--- config.mk ---
export PLATFORM = sky130hd
export DESIGN_NAME = date_seq_top
export DESIGN_NICKNAME = d
export VERILOG_FILES = /design/src/rtl/date_seq_pkg.sv /design/src/rtl/sec_tick_gen.sv /design/src/rtl/phase_fsm.sv /design/src/rtl/bcd_seg_dec.sv /design/src/rtl/date_seq_top.sv
export SDC_FILE = /design/constraint.sdc
export NUM_CORES = 1
export LEC_CHECK = 0
export ABC_AREA = 1
export ABC_CLOCK_PERIOD_IN_PS = 2100
export BUFFER_PORTS_ARGS = -buffer_cell sky130_fd_sc_hd__buf_2
export CAP_MARGIN = 0
export CORE_ASPECT_RATIO = 1.5
export CORE_MARGIN = 1
export CORE_UTILIZATION = 30
export DETAILED_ROUTE_END_ITERATION = 12
export MAX_ROUTING_LAYER = met4
export RECOVER_POWER = 50
export SLEW_MARGIN = 20
export SYNTH_ARGS = -nofsm -noshare
export SYNTH_HDL_FRONTEND = slang
export SYNTH_HIERARCHICAL = 1
export SYNTH_SLANG_ARGS = --single-unit
export TNS_END_PERCENT = 10
--- constraint.sdc ---
create_clock -name clk -period 2.1 [get_ports clk]
set_input_delay 0 -clock clk [delete_from_list [all_inputs] [get_ports clk]]
set_output_delay 0 -clock clk [all_outputs]
set_load 0.02 [all_outputs]
--- src/rtl/date_seq_pkg.sv ---
package date_seq_pkg;

  typedef enum logic [1:0] {
    PH_MONTH = 2'd0,
    PH_DAY   = 2'd1,
    PH_BLANK = 2'd2,
    PH_YEAR  = 2'd3
  } phase_e;

  localparam logic [7:0] SEG_DARK = 8'hFF;
  localparam int unsigned DWELL_W = 2;

  // Length of each phase, counted in seconds.
  function automatic logic [DWELL_W-1:0] dwell_secs(phase_e p);
    if (p == PH_BLANK) return 2'd2;
    return 2'd1;
  endfunction

  function automatic phase_e phase_after(phase_e p);
    case (p)
      PH_MONTH: return PH_DAY;
      PH_DAY:   return PH_BLANK;
      PH_BLANK: return PH_YEAR;
      default:  return PH_MONTH;
    endcase
  endfunction

endpackage

--- src/rtl/sec_tick_gen.sv ---
module sec_tick_gen #(
  parameter int unsigned TICKS = 50_000_000
) (
  input  logic clk,
  input  logic rst,
  output logic tick_o
);
  localparam int unsigned CW = (TICKS > 1) ? $clog2(TICKS) : 1;
  localparam logic [CW-1:0] LAST = CW'(TICKS - 1);

  logic [CW-1:0] cnt_q;

  always_ff @(posedge clk) begin
    if (rst)                cnt_q <= '0;
    else if (cnt_q == LAST) cnt_q <= '0;
    else                    cnt_q <= cnt_q + 1'b1;
  end

  // High in the last cycle of each second.
  assign tick_o = (cnt_q == LAST);
endmodule

--- src/rtl/phase_fsm.sv ---
module phase_fsm
  import date_seq_pkg::*;
(
  input  logic   clk,
  input  logic   rst,
  input  logic   tick_i,
  output phase_e phase_o
);
  phase_e             ph_q;
  logic [DWELL_W-1:0] secs_q;
  logic               dwell_done;

  assign dwell_done = (secs_q == dwell_secs(ph_q) - 2'd1);

  always_ff @(posedge clk) begin
    if (rst) begin
      ph_q   <= PH_MONTH;
      secs_q <= '0;
    end else if (tick_i) begin
      if (dwell_done) begin
        ph_q   <= phase_after(ph_q);
        secs_q <= '0;
      end else begin
        secs_q <= secs_q + 1'b1;
      end
    end
  end

  assign phase_o = ph_q;
endmodule

--- src/rtl/bcd_seg_dec.sv ---
module bcd_seg_dec
  import date_seq_pkg::*;
(
  input  logic [3:0] bcd_i,
  input  logic       dark_i,
  output logic [7:0] seg_o
);
  always_comb begin
    if (dark_i) seg_o = SEG_DARK;
    else begin
      case (bcd_i)
        4'd0: seg_o = 8'hC0;
        4'd1: seg_o = 8'hF9;
        4'd2: seg_o = 8'hA4;
        4'd3: seg_o = 8'hB0;
        4'd4: seg_o = 8'h99;
        4'd5: seg_o = 8'h92;
        4'd6: seg_o = 8'h82;
        4'd7: seg_o = 8'hF8;
        4'd8: seg_o = 8'h80;
        4'd9: seg_o = 8'h98;
        default: seg_o = SEG_DARK;
      endcase
    end
  end
endmodule

--- src/rtl/date_seq_top.sv ---
module date_seq_top
  import date_seq_pkg::*;
#(
  parameter int unsigned TICKS_PER_SEC = 50_000_000
) (
  input  logic       clk,
  input  logic       rst,
  input  logic [3:0] month_tens,
  input  logic [3:0] month_ones,
  input  logic [3:0] day_tens,
  input  logic [3:0] day_ones,
  input  logic [3:0] year_tens,
  input  logic [3:0] year_ones,
  output logic [7:0] seg_hi,
  output logic [7:0] seg_lo,
  output logic [1:0] phase
);
  localparam int unsigned NDIG = 2;

  logic       tick;
  phase_e     ph;
  logic [3:0] dig   [NDIG];
  logic [7:0] seg_d [NDIG];
  logic [7:0] seg_q [NDIG];
  logic       dark;

  sec_tick_gen #(.TICKS(TICKS_PER_SEC)) u_tick (
    .clk(clk), .rst(rst), .tick_o(tick)
  );

  phase_fsm u_fsm (
    .clk(clk), .rst(rst), .tick_i(tick), .phase_o(ph)
  );

  // Choose the digits that the current phase puts on show. Index 0 is the
  // left digit.
  always_comb begin
    dark = 1'b0;
    case (ph)
      PH_MONTH: begin dig[0] = month_tens; dig[1] = month_ones; end
      PH_DAY:   begin dig[0] = day_tens;   dig[1] = day_ones;   end
      PH_YEAR:  begin dig[0] = year_tens;  dig[1] = year_ones;  end
      default:  begin dig[0] = 4'd0; dig[1] = 4'd0; dark = 1'b1; end
    endcase
  end

  for (genvar g = 0; g < NDIG; g++) begin : g_digit
    bcd_seg_dec u_dec (.bcd_i(dig[g]), .dark_i(dark), .seg_o(seg_d[g]));

    always_ff @(posedge clk) begin
      if (rst) seg_q[g] <= SEG_DARK;
      else     seg_q[g] <= seg_d[g];
    end
  end

  assign seg_hi = seg_q[0];
  assign seg_lo = seg_q[1];
  assign phase  = ph;
endmodule

==> results of run 1 <==
-- cells by family (layout without fill, tap and decap cells) --
| group | Yosys count | after routing | share of synthesized area |
|---|---|---|---|
| AND/OR/NAND/NOR | 258 | 258 | 0.435 |
| buffers and inverters | 55 | 101 | 0.0942 |
| flip-flops | 46 | 46 | 0.343 |
| AO/OA/AOI/OAI | 15 | 15 | 0.0280 |
| adder cells (fa/ha/maj) | 13 | 13 | 0.0606 |
| XOR/XNOR | 11 | 11 | 0.0359 |
| other | 2 | 2 | 0.00280 |
-- synth_stat cells, drive strengths merged --
| cell | count |
|---|---|
| a21oi | 13 |
| or2 | 18 |
| nor2 | 72 |
| inv | 47 |
| conb | 2 |
| ha | 13 |
| xor2 | 3 |
| nand3 | 57 |
| nor3 | 2 |
| nor4 | 1 |
| o21ai | 2 |
| dfxtp | 46 |
| buf | 8 |
| nand4 | 5 |
| nand2 | 103 |
| xnor2 | 8 |
-- layout make-up --
class                   count  area (um^2)  area share
inverters                  47          176      0.0561
well taps                 107          134      0.0426
flip-flops and latches     46          923       0.294
multi-input cells         299         1490       0.475
clock inverters             2         60.1      0.0191
repair buffers             46          218      0.0692
clock buffers               6          139      0.0442
-- power by group --
group / switching, mW / internal (mW)
logic: 0.115 / 0.0660
clock network: 0.340 / 0.715
registers: 0.00972 / 0.898
-- sequential cells by signal (all words and copies together) (netlist names) --
register,cells
u_tick/cnt_q,26
seg_q,16
u_fsm/secs_q,2
u_fsm/phase_o,2
-- per-layer routing --
metal	GRT usage	routed length, um	up-vias
li1	-	-	1330
met1	0.141	2460	1155
met2	0.275	3230	76
met3	0.0333	307	19
met4	0.0773	218	0
met5	-	0	-
-- stage by stage --
step | utilization | total power, mW | area, um^2
2_1_floorplan | - | 1.05 | 2680
3_3_place_gp | 0.348 | 1.11 | 2980
3_5_place_dp | 0.348 | 1.12 | 2980
4_1_cts | 0.371 | 2.19 | 3180
5_1_grt | 0.367 | 2.24 | 3140
6_report | 0.367 | 2.14 | 3140
-- final timing paths --
path | startpoint | endpoint | cells after the start
setup / recovery | u_fsm/phase_o[0] | seg_q[1][1] | 8
hold / removal | rst | u_fsm/secs_q[0] | 2
setup reg to reg | u_fsm/phase_o[0] | seg_q[1][1] | 8
hold reg to reg | u_tick/cnt_q[0] | u_tick/cnt_q[0] | 1
-- worst max-delay path: stages (launching register included) --
cell and delay (ps):
dfxtp_2 540, nor2_4 100, nand2_1 80, nand3_1 200
nor2_1 160, nor2_1 50, nor2_1 260, nand2_1 90
or2_2 280
-- timing repair --
| action | in CTS | in global routing |
|---|---|---|
| endpoints found under the setup margin | 2 | 2 |
| gates resized for setup | 1 | 1 |
| endpoints found under the hold margin | 0 | 0 |
| pin swaps | 0 | 0 |
-- layout by cell type, fill, tap and decap left out, types with 6 or more instances in the layout --
cell type / Yosys / routed
clkbuf_1: 0 / 16
nand3_1: 55 / 56
buf_2: 1 / 27
or2_2: 8 / 8
nand2_1: 97 / 99
nor2_1: 64 / 66
xnor2_1: 8 / 8
or2_1: 10 / 10
a21oi_1: 13 / 13
dfxtp_1: 46 / 44
ha_1: 13 / 13
inv_1: 41 / 41
inv_2: 6 / 6
==> summary.md, run 1 <==
| Metric | Value |
|---|---|
| Status | `completed` |
| CTS Buffer Depth | `2` |
| Yosys cell types | `24` |
| Hold Violations, Final | `0` |
| Largest net degree at the start of global routing | `23` |
| Critical path endpoint category | `register` |
| Final setup viols | `0` |
| Routability congestion estimate from global placement | `0.896` |
| Ratio of cells with drive above 1 in the final layout | `0.146` |
| Antenna-violating nets left | `0` |
| Die Wd | `79.2 um` |
| Final Worst Setup Slack | `224 ps` |
| Total die area | `0.00933 mm^2` |
| Via density | `4.67` |
| # clock sinks | `46` |
| CP Data Arrival Time | `2060 ps` |
| Htree depth | `2` |
| DR DRC count | `0` |
| Hold_ws | `125 ps` |
| DP Wirelength | `4.83 mm` |
| Starting Density | `0.313` |
| Final Cycle Share | `0.893` |
| Yosys top cell by area | `dfxtp_1` |
| Peak supply drop | `358 uV` |
| First-pass GRT wire length | `10.8 mm` |
| Port Buffer Count | `43` |
| Synth-to-layout area growth | `17.2%` |
| CP Class | `register to register` |
| Reg-to-reg slack, setup | `220 ps` |
| Period minus WS final | `1880 ps` |
| P_leak | `1.36 nW` |
| Initial antenna violation count | `0` |
| GRT overflow | `0` |
| Root Buffer | `clkbuf_16` |
| Drt wl/cell | `11.2 um` |
| Later-pin clock latency in the skew report | `290 ps` |
| Layout Cells excl Fill | `553` |
| Syn_nets | `439` |
| Max Cap Viol | `0` |
| Worst EP required | `2280 ps` |
| GR Util All Layers | `0.150` |
| Synth Register Bits | `46` |
| Crit path launch type | `register` |
| HP Class | `input pin to register` |
| Fill cells | `930` |
| # Post-CTS Setup Buffers | `0` |
| Synth warnings | `6` |
| N_diodes | `0` |
| Worst-path clk slew | `60 ps` |
| Layout Skew | `3.87 ps` |
| Pwr/cell area | `682 mW/mm^2` |
| CTS Hold Bufs | `0` |
| CP max FO | `20` |
| Total CTS buffers | `5` |
| Nets | `484` |
| I/O Pins | `44` |
| CTS tree | `built` |
| F_max | `533 MHz` |
| Pins Over Slew Limit | `0` |
| Vias | `2,580` |
| Die H | `118 um` |
| RSZ-0062 raised after global routing | `no` |
| Largest cells by area after synthesis | `dfxtp_1, nand2_1, nand3_1` |
| DR pass1 iterations | `4` |
| # rows | `41` |
| Syn Area/Cell | `6.71 um^2` |
| Synth top area share | `0.343` |
| Vias in the first global route | `2,553` |
| Routed WL | `6.21 mm` |
| Register area share after synthesis | `0.343` |
| Mapped Area | `0.00268 mm^2` |
| Core ar. | `0.00857 mm^2` |
| DRT iter0 DRCs | `102` |
| Placed cells | `545` |
| Post-synthesis cell count | `400` |
| Dpl ws | `9.25 ps` |
| Setup TNS | `0 ps` |
Note: power is estimated with default switching activity, not from simulation.
==> inputs of run 2 (changes only) <==
==> constraint.sdc (replaced) <==
create_clock -name clk -period 2.1 [get_ports clk]
set_input_delay 0.42 -clock clk [delete_from_list [all_inputs] [get_ports clk]]
set_output_delay 0.42 -clock clk [all_outputs]
set_load 0.02 [all_outputs]
==> summary.md, run 2 (same netlist as run 1, synthesis figures left out) <==
| Metric | Value |
|---|---|
| Drt wl/cell | `11.1 um (was 11.2 um)` |
| Starting Density | `0.313 (unchanged)` |
| GR Layer Usage met2 | `0.267 (was 0.275)` |
| GR Util met3 | `0.0349 (was 0.0333)` |
| Core ar. | `0.00857 mm^2 (unchanged)` |
| Vias | `2,535 (was 2,580)` |
| Hold Violations, Final | `0 (unchanged)` |
| Critical path endpoint category | `register (unchanged)` |
| Worst reg-to-reg path cell count | `14 (was 8)` |
| Most frequent cells in the layout | `nand2_1, nor2_1, nand3_1 (unchanged)` |
| GRT overflow | `0 (unchanged)` |
| Die Wd | `79.2 um (unchanged)` |
| Placed cells | `546 (was 545)` |
| # rows | `41 (unchanged)` |
| Final Cycle Share | `0.889 (was 0.893)` |
| Pins Over Slew Limit | `0 (unchanged)` |
| Root Buffer | `clkbuf_16 (unchanged)` |
| Worst path slowest cell | `dfxtp_1 (was dfxtp_2)` |
| Peak supply drop | `289 uV (was 358 uV)` |
| Fin area | `0.00309 mm^2 (was 0.00314 mm^2)` |
| HP Class | `register to register (was input pin to register)` |
| P_leak | `1.32 nW (was 1.36 nW)` |
| DRT iter0 DRCs | `122 (was 102)` |
| Period minus WS final | `1870 ps (was 1880 ps)` |
| Startpoint of the worst hold path | `u_tick/cnt_q[0] (was rst)` |
| # clock sinks | `46 (unchanged)` |
| Total die area | `0.00933 mm^2 (unchanged)` |
| CP Class | `register to register (unchanged)` |
| Min-Delay Endpoint | `u_tick/cnt_q[0] (was u_fsm/secs_q[0])` |
| Cell repeated most along the worst path | `nand2_1 (was nor2_1)` |
| Port Buffer Count | `43 (unchanged)` |
| R2R Path End | `u_fsm/phase_o[1] (was seg_q[1][1])` |
| DR DRC count | `0 (unchanged)` |
| Final setup viols | `0 (unchanged)` |
| Die H | `118 um (unchanged)` |
| Worst-path clk slew | `70 ps (was 60 ps)` |
| Via density | `4.58 (was 4.67)` |
| Status | `completed (unchanged)` |
| N_diodes | `0 (unchanged)` |
| Initial antenna violation count | `0 (unchanged)` |
| Routability congestion estimate from global placement | `0.897 (was 0.896)` |
| Layout Cells excl Fill | `553 (unchanged)` |
| Largest Register | `u_tick/cnt_q (unchanged)` |
| Pwr/cell area | `602 mW/mm^2 (was 682 mW/mm^2)` |
| Post-DP Area | `0.00299 mm^2 (was 0.00298 mm^2)` |
| Crit path launch type | `register (unchanged)` |
| CTS Buffer Depth | `2 (unchanged)` |
| Biggest regs | `u_tick/cnt_q (26), seg_q (16) (unchanged)` |
| CP Data Arrival Time | `2100 ps (was 2060 ps)` |
| CTS Hold Bufs | `0 (unchanged)` |
| Setup TNS | `0 ps (unchanged)` |
| Dpl ws | `26.9 ps (was 9.25 ps)` |
| CP cell instances | `ha_1 > nand2_2 > nor2_4 > nand2_2 > inv_1 > nand2_1 > nor4_1 > clkbuf_1 > inv_2 > nor2_4 > nand3_2 > nand2_1 > nand2_1 > nor2_1 (was nor2_4 > nand2_1 > nand3_1 > nor2_1 > nor2_1 > nor2_1 > nand2_1 > or2_2)` |
| CTS tree | `built (unchanged)` |
| GR Util All Layers | `0.146 (was 0.150)` |
| Max Cap Viol | `0 (unchanged)` |
| Antenna-violating nets left | `0 (unchanged)` |
| RSZ-0062 raised after global routing | `no (unchanged)` |
| Ratio of cells with drive above 1 in the final layout | `0.143 (was 0.146)` |
| DP Wirelength | `4.76 mm (was 4.83 mm)` |
| Later-pin clock latency in the skew report | `290 ps (about the same)` |
| Vias in the first global route | `2,361 (was 2,553)` |
| Nets | `485 (was 484)` |
| Reg-to-reg slack, setup | `230 ps (was 220 ps)` |
| CP max FO | `4 (was 20)` |
| R2R Path Start | `u_tick/cnt_q[0] (was u_fsm/phase_o[0])` |
| Routed WL | `6.11 mm (was 6.21 mm)` |
| Synth-to-layout area growth | `15.2% (was 17.2%)` |
| F_max | `535 MHz (was 533 MHz)` |
| GRT busiest layer | `met2 (unchanged)` |
| Hold path depth | `1 (was 2)` |
| Slowest stage delay, CP | `380 ps (was 540 ps)` |
| DR pass1 iterations | `5 (was 4)` |
| First-pass GRT wire length | `10.3 mm (was 10.8 mm)` |
| Final Worst Setup Slack | `232 ps (was 224 ps)` |
| Htree depth | `2 (unchanged)` |
| Pwr Total | `1.86 mW (was 2.14 mW)` |
| Most common cell after layout, fill and taps aside | `nand2_1 (unchanged)` |
| Max reg flops | `26 (unchanged)` |
| Layout Skew | `8.74 ps (was 3.87 ps)` |
| I/O Pins | `44 (unchanged)` |
| GR Util met1 | `0.137 (was 0.141)` |
| Largest net degree at the start of global routing | `23 (unchanged)` |
| Worst EP required | `2330 ps (was 2280 ps)` |
| Total CTS buffers | `5 (unchanged)` |
run 2: area by class of cell:
type                       instances  area [um^2]
clock buffer                       5          125
inverter                          47          176
sequential                        46          923
multi-input combinational        299         1490
timing repair buffer              47          221
fill                             900         5480
tap                              107          134
clock inverter                     2         15.0
run 2: timing repair:
item / CTS / global route
resized for setup: 0 / 2
buffers inserted: 0 / 0
setup endpoints to repair: 0 / 14
run 2: worst max-delay path: cells and delay by family, from the launching register on:
kind                     cells  cell delay (ps)
AND/OR/NAND/NOR             10              910
flip-flops                   1              380
buffers and inverters        3              310
adder cells (fa/ha/maj)      1              220
run 2: worst max-delay path by stage:
stage                           startpoint          endpoint  slack (ps)
after floorplan           u_fsm/phase_o[0]       seg_q[1][3]         210
after global placement    u_fsm/phase_o[0]       seg_q[1][3]          80
after detailed placement  u_fsm/phase_o[0]       seg_q[1][4]          30
after CTS                 u_fsm/phase_o[0]       seg_q[1][4]          10
after global routing      u_fsm/phase_o[0]       seg_q[1][3]          20
final                      u_tick/cnt_q[0]  u_fsm/phase_o[1]         230
run 2: report_power, final:
group / internal, mW / leakage, nW / switching (mW)
Clock: 0.434 / 0.0619 / 0.335
Sequential: 0.898 / 0.377 / 0.00973
Combinational: 0.0674 / 0.886 / 0.116
run 2: through the flow:
step,utilization,hold WS [ps]
after floorplan,-,430
after global placement,0.348,450
after detailed placement,0.348,463
after CTS,0.365,476
after global routing,0.361,481
final,0.361,469
run 2: per-layer routing:
metal	wire length, um	vias up
met3	292	12
li1	-	1337
met5	0	-
met4	176	0
met2	3190	62
met1	2450	1124
==> inputs of run 3 (changes only) <==
- CORE_ASPECT_RATIO: 1.5 -> 1.75
- SLEW_MARGIN: 20 -> 0
==> summary.md, run 3 (same netlist as run 1, synthesis figures left out) <==
| Metric | Value |
|---|---|
| Status | `completed (unchanged)` |
| End-of-flow core utilization | `0.364 (was 0.361)` |
| Cell repeated most along the worst path | `nand2_1 (unchanged)` |
| Clk pwr share | `0.448 (was 0.414)` |
| GR Util met1 | `0.140 (was 0.137)` |
| Crit path launch type | `register (unchanged)` |
| Hold Violations, Final | `0 (unchanged)` |
| Hold_ws | `457 ps (was 469 ps)` |
| P_leak | `1.36 nW (was 1.32 nW)` |
| CP Class | `register to register (unchanged)` |
| GR Util met3 | `0.0292 (was 0.0349)` |
| Layout Cells excl Fill | `567 (was 553)` |
| Total CTS buffers | `5 (unchanged)` |
| DRT iter0 DRCs | `123 (was 122)` |
| Worst EP required | `2320 ps (was 2330 ps)` |
| Nets | `488 (was 485)` |
| Pwr Total | `1.97 mW (was 1.86 mW)` |
| GRT overflow | `0 (unchanged)` |
| Fill cells | `981 (was 900)` |
| First-pass GRT wire length | `10.3 mm (about the same)` |
| Port Buffer Count | `43 (unchanged)` |
| Total die area | `0.00934 mm^2 (was 0.00933 mm^2)` |
| Logic pwr share | `0.091 (was 0.098)` |
| DR pass1 iterations | `4 (was 5)` |
| # clock sinks | `46 (unchanged)` |
| Largest net degree at the start of global routing | `23 (unchanged)` |
| Starting Density | `0.309 (was 0.313)` |
| Routability congestion estimate from global placement | `0.900 (was 0.897)` |
| CP max FO | `4 (unchanged)` |
| Pins Over Slew Limit | `0 (unchanged)` |
| Max Cap Viol | `0 (unchanged)` |
| Via density | `4.49 (was 4.58)` |
| GRT busiest layer | `met2 (unchanged)` |
| Reg area | `922 um^2 (was 923 um^2)` |
| I/O Pins | `44 (unchanged)` |
| Biggest regs | `u_tick/cnt_q (26), seg_q (16) (unchanged)` |
| F_max | `521 MHz (was 535 MHz)` |
| Layout Skew | `4.57 ps (was 8.74 ps)` |
| Sw frac | `0.228 (was 0.248)` |
| CTS Hold Bufs | `0 (unchanged)` |
| Synth-to-layout area growth | `17.7% (was 15.2%)` |
| Worst path slowest cell | `dfxtp_1 (unchanged)` |
| Drt wl/cell | `10.8 um (was 11.1 um)` |
| GR Layer Usage met2 | `0.270 (was 0.267)` |
| Most common cell after layout, fill and taps aside | `nand2_1 (unchanged)` |
| Area of the multi-input gates | `0.00150 mm^2 (was 0.00149 mm^2)` |
| Placed cells | `559 (was 546)` |
| Htree depth | `2 (unchanged)` |
| DP Wirelength | `4.89 mm (was 4.76 mm)` |
| Reg power frac | `0.461 (was 0.488)` |
| # rows | `45 (was 41)` |
| Root Buffer | `clkbuf_16 (unchanged)` |
| Final setup viols | `0 (unchanged)` |
| Vias | `2,546 (was 2,535)` |
| Internal | `1.52 mW (was 1.40 mW)` |
| Pwr/cell area | `625 mW/mm^2 (was 602 mW/mm^2)` |
| CP cell instances | `ha_1 > nand2_1 > nor2_4 > nand2_2 > inv_1 > nand2_1 > nor4_2 > buf_4 > inv_2 > nor2_4 > nand3_2 > nand2_1 > nand2_1 > nor2_1 (was ha_1 > nand2_2 > nor2_4 > nand2_2 > inv_1 > nand2_1 > nor4_1 > clkbuf_1 > inv_2 > nor2_4 > nand3_2 > nand2_1 > nand2_1 > nor2_1)` |
| Fin area | `0.00316 mm^2 (was 0.00309 mm^2)` |
| Core ar. | `0.00867 mm^2 (was 0.00857 mm^2)` |
| CP Data Arrival Time | `2140 ps (was 2100 ps)` |
| N_diodes | `0 (unchanged)` |
| Later-pin clock latency in the skew report | `290 ps (about the same)` |
| Peak supply drop | `287 uV (was 289 uV)` |
| Largest Register | `u_tick/cnt_q (unchanged)` |
| Max reg flops | `26 (unchanged)` |
| Worst-path clk slew | `60 ps (was 70 ps)` |
| CTS Buffer Depth | `2 (unchanged)` |
| Antenna-violating nets left | `0 (unchanged)` |
| GR Util All Layers | `0.146 (about the same)` |
| Slowest stage delay, CP | `370 ps (was 380 ps)` |
| Die H | `127 um (was 118 um)` |
| Switching Power | `450 uW (was 461 uW)` |
| CTS tree | `built (unchanged)` |
| DR DRC count | `0 (unchanged)` |
| Routed WL | `6.14 mm (was 6.11 mm)` |
| Most frequent cells in the layout | `nand2_1, nor2_1, nand3_1 (unchanged)` |
| Period minus WS final | `1920 ps (was 1870 ps)` |
| Initial antenna violation count | `0 (unchanged)` |
| Vias in the first global route | `2,399 (was 2,361)` |
| Die Wd | `73.5 um (was 79.2 um)` |
| Post-DP Area | `0.00302 mm^2 (was 0.00299 mm^2)` |
| Final Cycle Share | `0.914 (was 0.889)` |
| Critical path endpoint category | `register (unchanged)` |
| Ratio of cells with drive above 1 in the final layout | `0.153 (was 0.143)` |
| HP Class | `register to register (unchanged)` |
[run 3: cell count changes in the layout (fill, tap and decap cells not counted)]
cell / change
nor4_1: -1
dfxtp_2: -1
clkinv_2: +2
nor2_2: +1
dfxtp_1: +1
clkinvlp_4: -2
nor4_2: +1
bufinv_16: +1
buf_4: +3
nor2_1: -1
[run 3: repair_timing]
action	in CTS	in global routing
resized for setup	0	2
buffers inserted	0	0
endpoints found under the setup margin	0	7
[run 3: layout make-up]
| type | count | area share |
|---|---|---|
| Multi-Input combinational cell | 299 | 0.476 |
| Sequential cell | 46 | 0.292 |
| Timing Repair Buffer | 50 | 0.0773 |
| Inverter | 47 | 0.0559 |
| Tap cell | 117 | 0.0464 |
| Clock buffer | 5 | 0.0396 |
| Clock inverter | 3 | 0.0127 |
[run 3: path summary, 6_finish.rpt]
kind | startpoint | end | slack, ps | depth (start not counted)
setup / recovery | u_tick/cnt_q[0] | u_fsm/phase_o[1] | 180 | 14
hold / removal | u_tick/cnt_q[0] | u_tick/cnt_q[0] | 460 | 1
hold reg to reg | u_tick/cnt_q[0] | u_tick/cnt_q[0] | 460 | 1
setup reg to reg | u_tick/cnt_q[0] | u_fsm/phase_o[1] | 180 | 14
[run 3: power by group through the flow]
| stage | clock network, mW | registers [mW] | logic (mW) |
|---|---|---|---|
| global route | 0.947 | 0.912 | 0.205 |
| detailed placement | 0 | 0.930 | 0.187 |
| global placement | 0 | 0.929 | 0.186 |
| finish | 0.884 | 0.910 | 0.179 |
| floorplan | 0 | 0.954 | 0.100 |
| CTS | 0.921 | 0.910 | 0.188 |
[run 3: critical path, delay by kind of cell (launching register included)]
family	cells	cell delay [ps]
fa+ha+maj	1	190
simple gates	10	980
buf+inv	3	290
flops	1	370
[run 3: metal layers]
metal	vias to the layer above	share of wire
li1	1337	-
met1	1119	0.39
met2	76	0.53
met3	14	0.047
met4	0	0.031
met5	-	0
[run 3: through the flow]
stage	setup WS (ps)	setup TNS, ps
final	182	0
after global routing	-21.7	-21.7
after CTS	54.1	0
after detailed placement	76.1	0
after global placement	74.2	0
after floorplan	213	0
